===== src/rtl/dly_step_pkg.sv =====
package dly_step_pkg;

  // Decoded per-group request, built from the raise bit and the lower bit.
  typedef enum logic [1:0] {
    ADJ_NONE = 2'b00,
    ADJ_UP   = 2'b01,
    ADJ_DN   = 2'b10,
    ADJ_BOTH = 2'b11
  } adj_op_e;

endpackage


===== src/rtl/dly_rst_sync.sv =====
module dly_rst_sync (
  input  logic clk,
  input  logic rst_n,
  output logic rst_sync_n
);
  logic [1:0] sync_q;

  // Reset asserts at once and releases on a clock edge.
  always_ff @(posedge clk or negedge rst_n) begin
    if (!rst_n) sync_q <= 2'b00;
    else        sync_q <= {sync_q[0], 1'b1};
  end

  assign rst_sync_n = sync_q[1];
endmodule


===== src/rtl/dly_cmd_bits.sv =====
module dly_cmd_bits #(
  parameter int NUM_GRP = 4,
  localparam int CW = 2 * NUM_GRP
) (
  input  logic          clk,
  input  logic          rst_n,
  input  logic          wr_en,
  input  logic [CW-1:0] wr_data,
  input  logic          upd_stb,
  output logic [CW-1:0] cmd_q
);
  logic [CW-1:0] set_mask;
  logic [CW-1:0] clr_mask;
  logic [CW-1:0] cmd_d;
  logic          cmd_en;

  always_comb begin
    // Only written ones set bits; a written zero does nothing.
    set_mask = wr_en ? wr_data : '0;
    // A strobe consumes whatever was pending before this cycle.
    clr_mask = upd_stb ? cmd_q : '0;
    // A set in the same cycle wins, so that request waits for the next strobe.
    cmd_d    = (cmd_q & ~clr_mask) | set_mask;
    cmd_en   = wr_en | upd_stb;
  end

  always_ff @(posedge clk or negedge rst_n) begin
    if (!rst_n)      cmd_q <= '0;
    else if (cmd_en) cmd_q <= cmd_d;
  end
endmodule


===== src/rtl/dly_acc.sv =====
module dly_acc
  import dly_step_pkg::*;
#(
  parameter int DLY_W  = 8,
  parameter int STEP_W = 8,
  localparam int SUM_W = ((DLY_W > STEP_W) ? DLY_W : STEP_W) + 1
) (
  input  logic              clk,
  input  logic              rst_n,
  input  logic              upd_stb,
  input  adj_op_e           op,
  input  logic [STEP_W-1:0] step,
  output logic [DLY_W-1:0]  dly_q
);
  localparam logic [SUM_W-1:0] MAX_W = SUM_W'((1 << DLY_W) - 1);

  logic [SUM_W-1:0] cur_w;
  logic [SUM_W-1:0] step_w;
  logic [SUM_W-1:0] sum_w;
  logic [DLY_W-1:0] dly_d;
  logic             dly_en;

  always_comb begin
    cur_w  = SUM_W'(dly_q);
    step_w = SUM_W'(step);
    sum_w  = cur_w + step_w;
    dly_d  = dly_q;
    unique case (op)
      // Raise, clamped at the all-ones maximum.
      ADJ_UP:  dly_d = (sum_w > MAX_W) ? MAX_W[DLY_W-1:0] : sum_w[DLY_W-1:0];
      // Lower, clamped at zero.
      ADJ_DN:  dly_d = (step_w > cur_w) ? '0 : DLY_W'(cur_w - step_w);
      // Raise and lower together cancel; no request keeps the value.
      default: dly_d = dly_q;
    endcase
    dly_en = upd_stb && (op == ADJ_UP || op == ADJ_DN);
  end

  always_ff @(posedge clk or negedge rst_n) begin
    if (!rst_n)      dly_q <= '0;
    else if (dly_en) dly_q <= dly_d;
  end
endmodule


===== src/rtl/dly_step_ctrl.sv =====
module dly_step_ctrl
  import dly_step_pkg::*;
#(
  parameter int NUM_GRP = 4,
  parameter int DLY_W   = 8,
  parameter int STEP_W  = 8,
  localparam int CW = 2 * NUM_GRP
) (
  input  logic                      clk,
  input  logic                      rst_n,
  input  logic                      wr_en,
  input  logic [CW-1:0]             wr_data,
  input  logic [NUM_GRP*STEP_W-1:0] step_val,
  input  logic                      upd_stb,
  output logic [CW-1:0]             cmd_rd,
  output logic [NUM_GRP*DLY_W-1:0]  dly_out
);
  logic          rst_q;
  logic [CW-1:0] cmd_q;

  dly_rst_sync u_rst (
    .clk        (clk),
    .rst_n      (rst_n),
    .rst_sync_n (rst_q)
  );

  dly_cmd_bits #(.NUM_GRP(NUM_GRP)) u_cmd (
    .clk     (clk),
    .rst_n   (rst_q),
    .wr_en   (wr_en),
    .wr_data (wr_data),
    .upd_stb (upd_stb),
    .cmd_q   (cmd_q)
  );

  assign cmd_rd = cmd_q;

  for (genvar g = 0; g < NUM_GRP; g++) begin : g_grp
    adj_op_e op;
    // Bit 2g+1 is the lower request and bit 2g is the raise request.
    assign op = adj_op_e'({cmd_q[2*g+1], cmd_q[2*g]});

    dly_acc #(.DLY_W(DLY_W), .STEP_W(STEP_W)) u_acc (
      .clk     (clk),
      .rst_n   (rst_q),
      .upd_stb (upd_stb),
      .op      (op),
      .step    (step_val[g*STEP_W +: STEP_W]),
      .dly_q   (dly_out[g*DLY_W +: DLY_W])
    );
  end
endmodule


===== config.mk =====
export PLATFORM = sky130hd
export DESIGN_NAME = dly_step_ctrl
export DESIGN_NICKNAME = d
export VERILOG_FILES = /design/src/rtl/dly_step_pkg.sv /design/src/rtl/dly_rst_sync.sv /design/src/rtl/dly_cmd_bits.sv /design/src/rtl/dly_acc.sv /design/src/rtl/dly_step_ctrl.sv
export SDC_FILE = /design/constraint.sdc
export NUM_CORES = 1
export LEC_CHECK = 0
export ABC_AREA = 1
export BUFFER_PORTS_ARGS = -buffer_cell sky130_fd_sc_hd__buf_2
export CAP_MARGIN = 20
export CORE_MARGIN = 3
export CORE_UTILIZATION = 53
export DETAILED_ROUTE_END_ITERATION = 16
export PLACE_DENSITY = 0.81
export SLEW_MARGIN = 30
export SYNTH_ARGS = -nofsm -noshare
export SYNTH_HDL_FRONTEND = slang
export SYNTH_SLANG_ARGS = --single-unit

===== constraint.sdc =====
create_clock -name clk -period 1.3 [get_ports clk]
set_clock_uncertainty 0.15 [all_clocks]
set_input_delay 0.13 -clock clk [delete_from_list [all_inputs] [get_ports clk]]
set_output_delay 0.13 -clock clk [all_outputs]
set_load 0.01 [all_outputs]

Word level (Yosys, flattened, before mapping)
Index checks and enable logic that the tools add are counted.
{"block": "word_totals", "output_inout_bits": 40, "inputBits": 44, "regBits": 42, "elab_cells": 64}
{"block": "op_classes", "bitwise": 4, "n_eq_ne": 8, "n_reduce_logical": 16, "n_lt_le_gt_ge": 8, "n_mux": 14, "n_addsub": 8}
{"cell": "$mux 8", "count": 10}
{"cell": "$pmux 8 s2", "count": 4}
{"cell": "$add 8x8->9", "count": 4}
{"cell": "$gt 9x8->1 const B", "count": 4}
{"cell": "$gt 8x8->1", "count": 4}
{"cell": "$sub 8x8->8", "count": 4}
{"cell": "$and 8x8->8", "count": 1}
{"cell": "$eq 2x1->1 const B", "count": 4}
{"cell": "$eq 2x2->1 const B", "count": 4}
{"cell": "$not 8->8", "count": 1}
{"cell": "$or 8x8->8", "count": 1}
{"cell": "$reduce_and 2->1", "count": 4}
{"cell": "$reduce_bool 2->1", "count": 4}
{"cell": "$logic_and 1x1->1", "count": 4}
{"cell": "$logic_or 1x1->1", "count": 4}
{"cell": "$or 1x1->1", "count": 1}

Longest topological paths before layout
{"block": "logic_depth", "ltp_word": 4, "mapped_depth": 16, "depth_no_buf": 15}

Hierarchy
From an unflattened synthesis, not the netlist that was laid out.
{"block": "unflattened", "cells_unflattened": 845, "area_unflattened_um2": 5333.9}
{"module": "dly_acc", "n_inst": 4, "cells_per_inst": 202, "seq_area_each_um2": 200.2, "area_each_um2": 1243.7}
{"module": "dly_cmd_bits", "n_inst": 1, "cells_per_inst": 34, "seq_area_each_um2": 200.2, "area_each_um2": 305.3}
{"module": "dly_rst_sync", "n_inst": 1, "cells_per_inst": 3, "seq_area_each_um2": 50.0, "area_each_um2": 53.8}

Worst setup path after synthesis
OpenSTA, ideal clock, no wires.
{"block": "synth_timing", "path_kind": "register -> register", "startpoint": "reg g_grp[0].u_acc.dly_q[0]", "endpoint": "reg g_grp[0].u_acc.dly_q[0]", "required_time_ns": 1.020, "setup_ns": 0.130, "t_arrival_ns": 1.735, "path_stages_with_launch": 11, "period_less_slack_ns": 2.015, "path_buffers": 0, "slack_ns": -0.715, "cell_sequence": "dfrtp_1 > inv_1 > ha_1 > inv_1 > fa_1 > nand3_1 > nand3_1 > nand3_1 > nand2_1 > o21ai_1 > o22ai_2"}
{"block": "synth_between", "elab_chain_cells": 4, "word_cells_on_any_way": 7, "classes_between": "2 x add/sub; 2 x order compare; 3 x mux"}
{"element": "start, declared", "line": "dly_acc.sv:13", "text": "output logic [DLY_W-1:0] dly_q"}
{"element": "start signal, assigned", "line": "dly_acc.sv:41", "text": "else if (dly_en) dly_q <= dly_d;"}
{"element": "$add 8x8->9", "line": "dly_acc.sv:26", "text": "sum_w = cur_w + step_w;"}
{"element": "$gt 9x8->1", "line": "dly_acc.sv:30", "text": "ADJ_UP: dly_d = (sum_w > MAX_W) ? MAX_W[DLY_W-1:0] : sum_w[DLY_W-1:0];"}
{"element": "$mux 8", "line": "dly_acc.sv:30"}
{"element": "$pmux 8 s2 (*)", "line": "dly_acc.sv:28", "text": "unique case (op)"}
Every way passes the cells marked *; elsewhere a longest branch is shown, timed or not.
A chain may end at the register's enable or synchronous reset.

Final worst setup path
{"block": "layout_timing", "startpoint": "reg g_grp[1].u_acc.dly_q[0]", "endpoint": "reg g_grp[1].u_acc.dly_q[5]"}
{"block": "layout_between", "elab_chain_cells": 4, "word_cells_on_any_way": 7, "classes_between": "2 x add/sub; 2 x order compare; 3 x mux"}
{"element": "start, declared", "line": "dly_acc.sv:13"}
{"element": "start signal, assigned", "line": "dly_acc.sv:41"}
{"element": "$add 8x8->9", "line": "dly_acc.sv:26"}
{"element": "$gt 9x8->1", "line": "dly_acc.sv:30"}
{"element": "$mux 8", "line": "dly_acc.sv:30"}
{"element": "$pmux 8 s2 (*)", "line": "dly_acc.sv:28"}
Marks and branches as above.

==> parameters.txt <==
Parameter                              Value

Run status
  Run status ... complete, but fails checks
  Failing checks ... negative setup slack

Global routing
  Residual overflow from global routing ... 0
  Via count of the first global-routing pass ... 6547
  Maximum number of pins on one net before global-route repair ... 34
  Gr usage total ... 30.75%
  Global-route wire length before repair ... 29120 um
  Initial antenna violation count ... 0

Yosys
  #FFs+latches synth ... 42
  Fraction of the yosys area taken by sequential cells ... 19.17%
  Xor and xnor area share after synthesis ... 1.917%
  Portion of netlist area occupied by mux cells ... 0%
  Combinational family with the most area after synthesis ... simple AND/OR/NAND/NOR gates
  Post-synthesis compound-gate area fraction ... 9.130%
  Synth Area per Inst ... 6.308 um2
  Number of distinct library cells after synthesis ... 35
  Biggest area consumer among synthesized cells ... sky130_fd_sc_hd__dfrtp_1
  Mapped Nets ... 989
  Post-synth top area share ... 19.17%
  Adder and majority cell fraction of the synthesized area ... 18.44%
  Total number of yosys warnings ... 0
  Post-Synthesis Cell Area ... 5482 um2
  Dominant cells by area after synthesis ... sky130_fd_sc_hd__dfrtp_1 (19%), sky130_fd_sc_hd__nand2_1 (17%), sky130_fd_sc_hd__ha_1 (16%)
  Simple-gate portion of the synthesized area ... 37.21%
  Syn Inst Count ... 869

Power and ir drop
  Switching part of the total power ... 49.82%
  Combinational fraction of design power ... 81.8%
  Leak pwr ... 4.497 nW
  Clk pwr share ... 5.0%
  Net Sw Power ... 9.155 mW
  Maximum resistive drop on vdd ... 0.001343 V
  Share of power burned in registers ... 13.2%
  Internal ... 9.219 mW
  Power per unit of standard cell area ... 2206 nW/um2

CTS
  Clk Tree Root Cell ... sky130_fd_sc_hd__clkbuf_8
  Clock Path Buffers ... 2
  Htree depth ... 2
  Clock tree sinks ... 42
  Clock latency at the later pin of the worst-skew pair ... 0.30 ns
  CTS tree ... done
  Total CTS buffers ... 5
  Clk slew on worst S/H paths ... 0.09 ns

Setup path
  Category of the most critical setup path ... reg -> reg
  Critical path, cell by cell ... inv_2 > ha_2 > inv_2 > fa_2 > nand2_2 > nand3_2 > nand2_2 > nand2_4 > nand2_2 > nor2_1 > nor2_1 > nor2_1
  Critical path peak fanout ... 5
  Critical Path Start Type ... flip-flop
  Max stage delay cell, worst path ... sky130_fd_sc_hd__dfrtp_1
  Arrival time worst endpoint ... 2.17 ns
  Worst setup EP type ... flip-flop
  Required time of the worst setup path ... 1.33 ns
  Slowest cell delay on critical path ... 0.41 ns

Cells and area
  Final cell count without fillers ... 1266
  # nets final ... 1254
  Most frequent standard cell in the layout excluding fill and tap cells ... sky130_fd_sc_hd__nand2_1
  Commonest cells after routing, fill and taps aside ... sky130_fd_sc_hd__nand2_1 (239), sky130_fd_sc_hd__buf_4 (164), sky130_fd_sc_hd__inv_1 (125)
  Inserted Diodes ... 0
  Fraction of final layout cells with drive strength greater than 1 ... 39.01%
  Final core occ ... 84.04%
  Area overhead of the layout relative to synthesis ... 51.93%
  Filler cell count ... 560

Route
  DRC marker count from the first detailed-route iteration ... 441
  Vias per Instance ... 5.340
  Final Routed Wirelength ... 19420 um
  Number of DRC violations after detailed routing ... 0
  Vias after detailed routing ... 6761
  Detailed-routing iteration count for the pre-antenna-repair pass ... 5
  Post-route antenna net violation count ... 0
  Routed wirelength normalized by instance count ... 15.34 um

Placed design
  Port-buffer cells ... 83
  Placer congestion estimate ... 0.9349
  Number of placed instances, taps included ... 1229
  Detailed placer's ending HPWL ... 13350 um
  Post-placement setup slack ... -0.6881 ns

Run
  Max Cap Violations ... 0

STA
  Worst setup margin ... -0.8439 ns
  Unrepaired setup endpoints after global routing ... true
  Number of max-slew violations in the final report ... 0
  Highest Clock Rate ... 0.4664 GHz
  Final Hold Vio Count ... 0
  Sum of negative setup slack ... -21.89 ns
  Final worst path period share ... 164.9%
  Min Tclk post-route ... 2.144 ns
  Hold slack final ... 0.03315 ns
  Setup violation total in the final timing report ... 35

Min path
  Worst hold path class ... in -> reg

Floorplan
  Die H ... 107.7 um
  Die width ... 107.7 um
  Area inside the core boundary ... 9910 um2
  Initial standard-cell utilization of the core ... 55.32%
  Ports placed on the boundary ... 84
  Num rows ... 36
  Die area ... 11600 um2
[flip-flops by register name, summed over array words and instances, names as in the netlist]
name,flops
g_grp.u_acc.dly_q,32
u_cmd.cmd_q,8
u_rst.sync_q,2
[power by group through the flow]
stage	combinational (mW)	sequential [mW]	clock (mW)
6_report	15.0	2.43	0.915
5_1_grt	16.4	2.49	0.977
4_1_cts	13.2	2.28	0.918
3_5_place_dp	12.3	2.25	0
3_3_place_gp	12.0	2.23	0
2_1_floorplan	7.15	2.56	0
[per-layer routing]
layer | track usage [%] | share of wire, % | vias up | routed length, um
met2 | 55.91 | 50 | 305 | 9750
met5 | 0 | 0 | - | 0
met4 | 11.54 | 4.0 | 0 | 775
met1 | 36.36 | 40 | 3130 | 7723
met3 | 4.439 | 6.0 | 79 | 1173
li1 | - | - | 3247 | -
[synthesized netlist by cell type, drive strengths merged]
| cell type | number |
|---|---|
| clkbuf | 2 |
| a22o | 4 |
| nand3 | 93 |
| o21ai | 23 |
| clkinv | 2 |
| buf | 22 |
| or2 | 8 |
| nand4 | 24 |
| dfrtp | 42 |
| inv | 163 |
| o22ai | 5 |
| a31oi | 2 |
| xor2 | 12 |
| o21bai | 8 |
| and2 | 10 |
| ha | 68 |
| nor2 | 65 |
| a21boi | 1 |
| conb | 1 |
| a21oi | 39 |
| fa | 8 |
| nand2 | 267 |
[worst paths after layout]
check                                         from                 endpoint  slack, ns  cells past startpoint
max                        g_grp[1].u_acc.dly_q[0]  g_grp[1].u_acc.dly_q[5]      -0.84                     12
min                                          wr_en           u_cmd.cmd_q[4]       0.03                      3
max reg2reg                g_grp[1].u_acc.dly_q[0]  g_grp[1].u_acc.dly_q[5]      -0.84                     12
min reg2reg                        u_rst.sync_q[1]  g_grp[3].u_acc.dly_q[3]       0.11                      1
max in group asynchronous          u_rst.sync_q[1]  g_grp[1].u_acc.dly_q[2]       0.07                      1
min in group asynchronous          u_rst.sync_q[1]  g_grp[3].u_acc.dly_q[3]       0.11                      1
[cell families (layout without fill, tap and decap cells)]
logic type	after synthesis	after routing
simple gates	467	467
buf+inv	189	453
compound gates	82	82
fa+ha+maj	76	76
flops	42	42
xor+xnor	12	12
other cells	1	1
[layout make-up]
type / instances / area, um2 / share of cell area (%)
Tap cell: 133 / 166.4 / 1.998
Timing Repair Buffer: 282 / 2128 / 25.56
Clock buffer: 6 / 82.58 / 0.9916
Sequential cell: 42 / 1061 / 12.74
Inverter: 165 / 626.9 / 7.527
Multi-Input combinational cell: 638 / 4263 / 51.19
[stage by stage]
stage,power (mW),cell area (um2)
3_5_place_dp,14.53,7311
6_report,18.37,8328
5_1_grt,19.83,8328
2_1_floorplan,9.714,5602
4_1_cts,16.36,7865
3_3_place_gp,14.18,7311
[timing repair]
item,4_1_cts,5_1_grt
hold buffers,12,0
gates resized for setup,58,80
buffers inserted,12,8
pin swaps,13,21
hold endpoints to repair,16,0
endpoints found under the setup margin,35,46
[worst max-delay path, delay by kind of cell (launching register included)]
kind / cells / cell delay (ns)
DFF: 1 / 0.41
and+or+nand+nor: 8 / 0.76
adders and majority gates: 2 / 0.58
buffers and inverters: 2 / 0.12
Power figures use the tool's default switching activity.
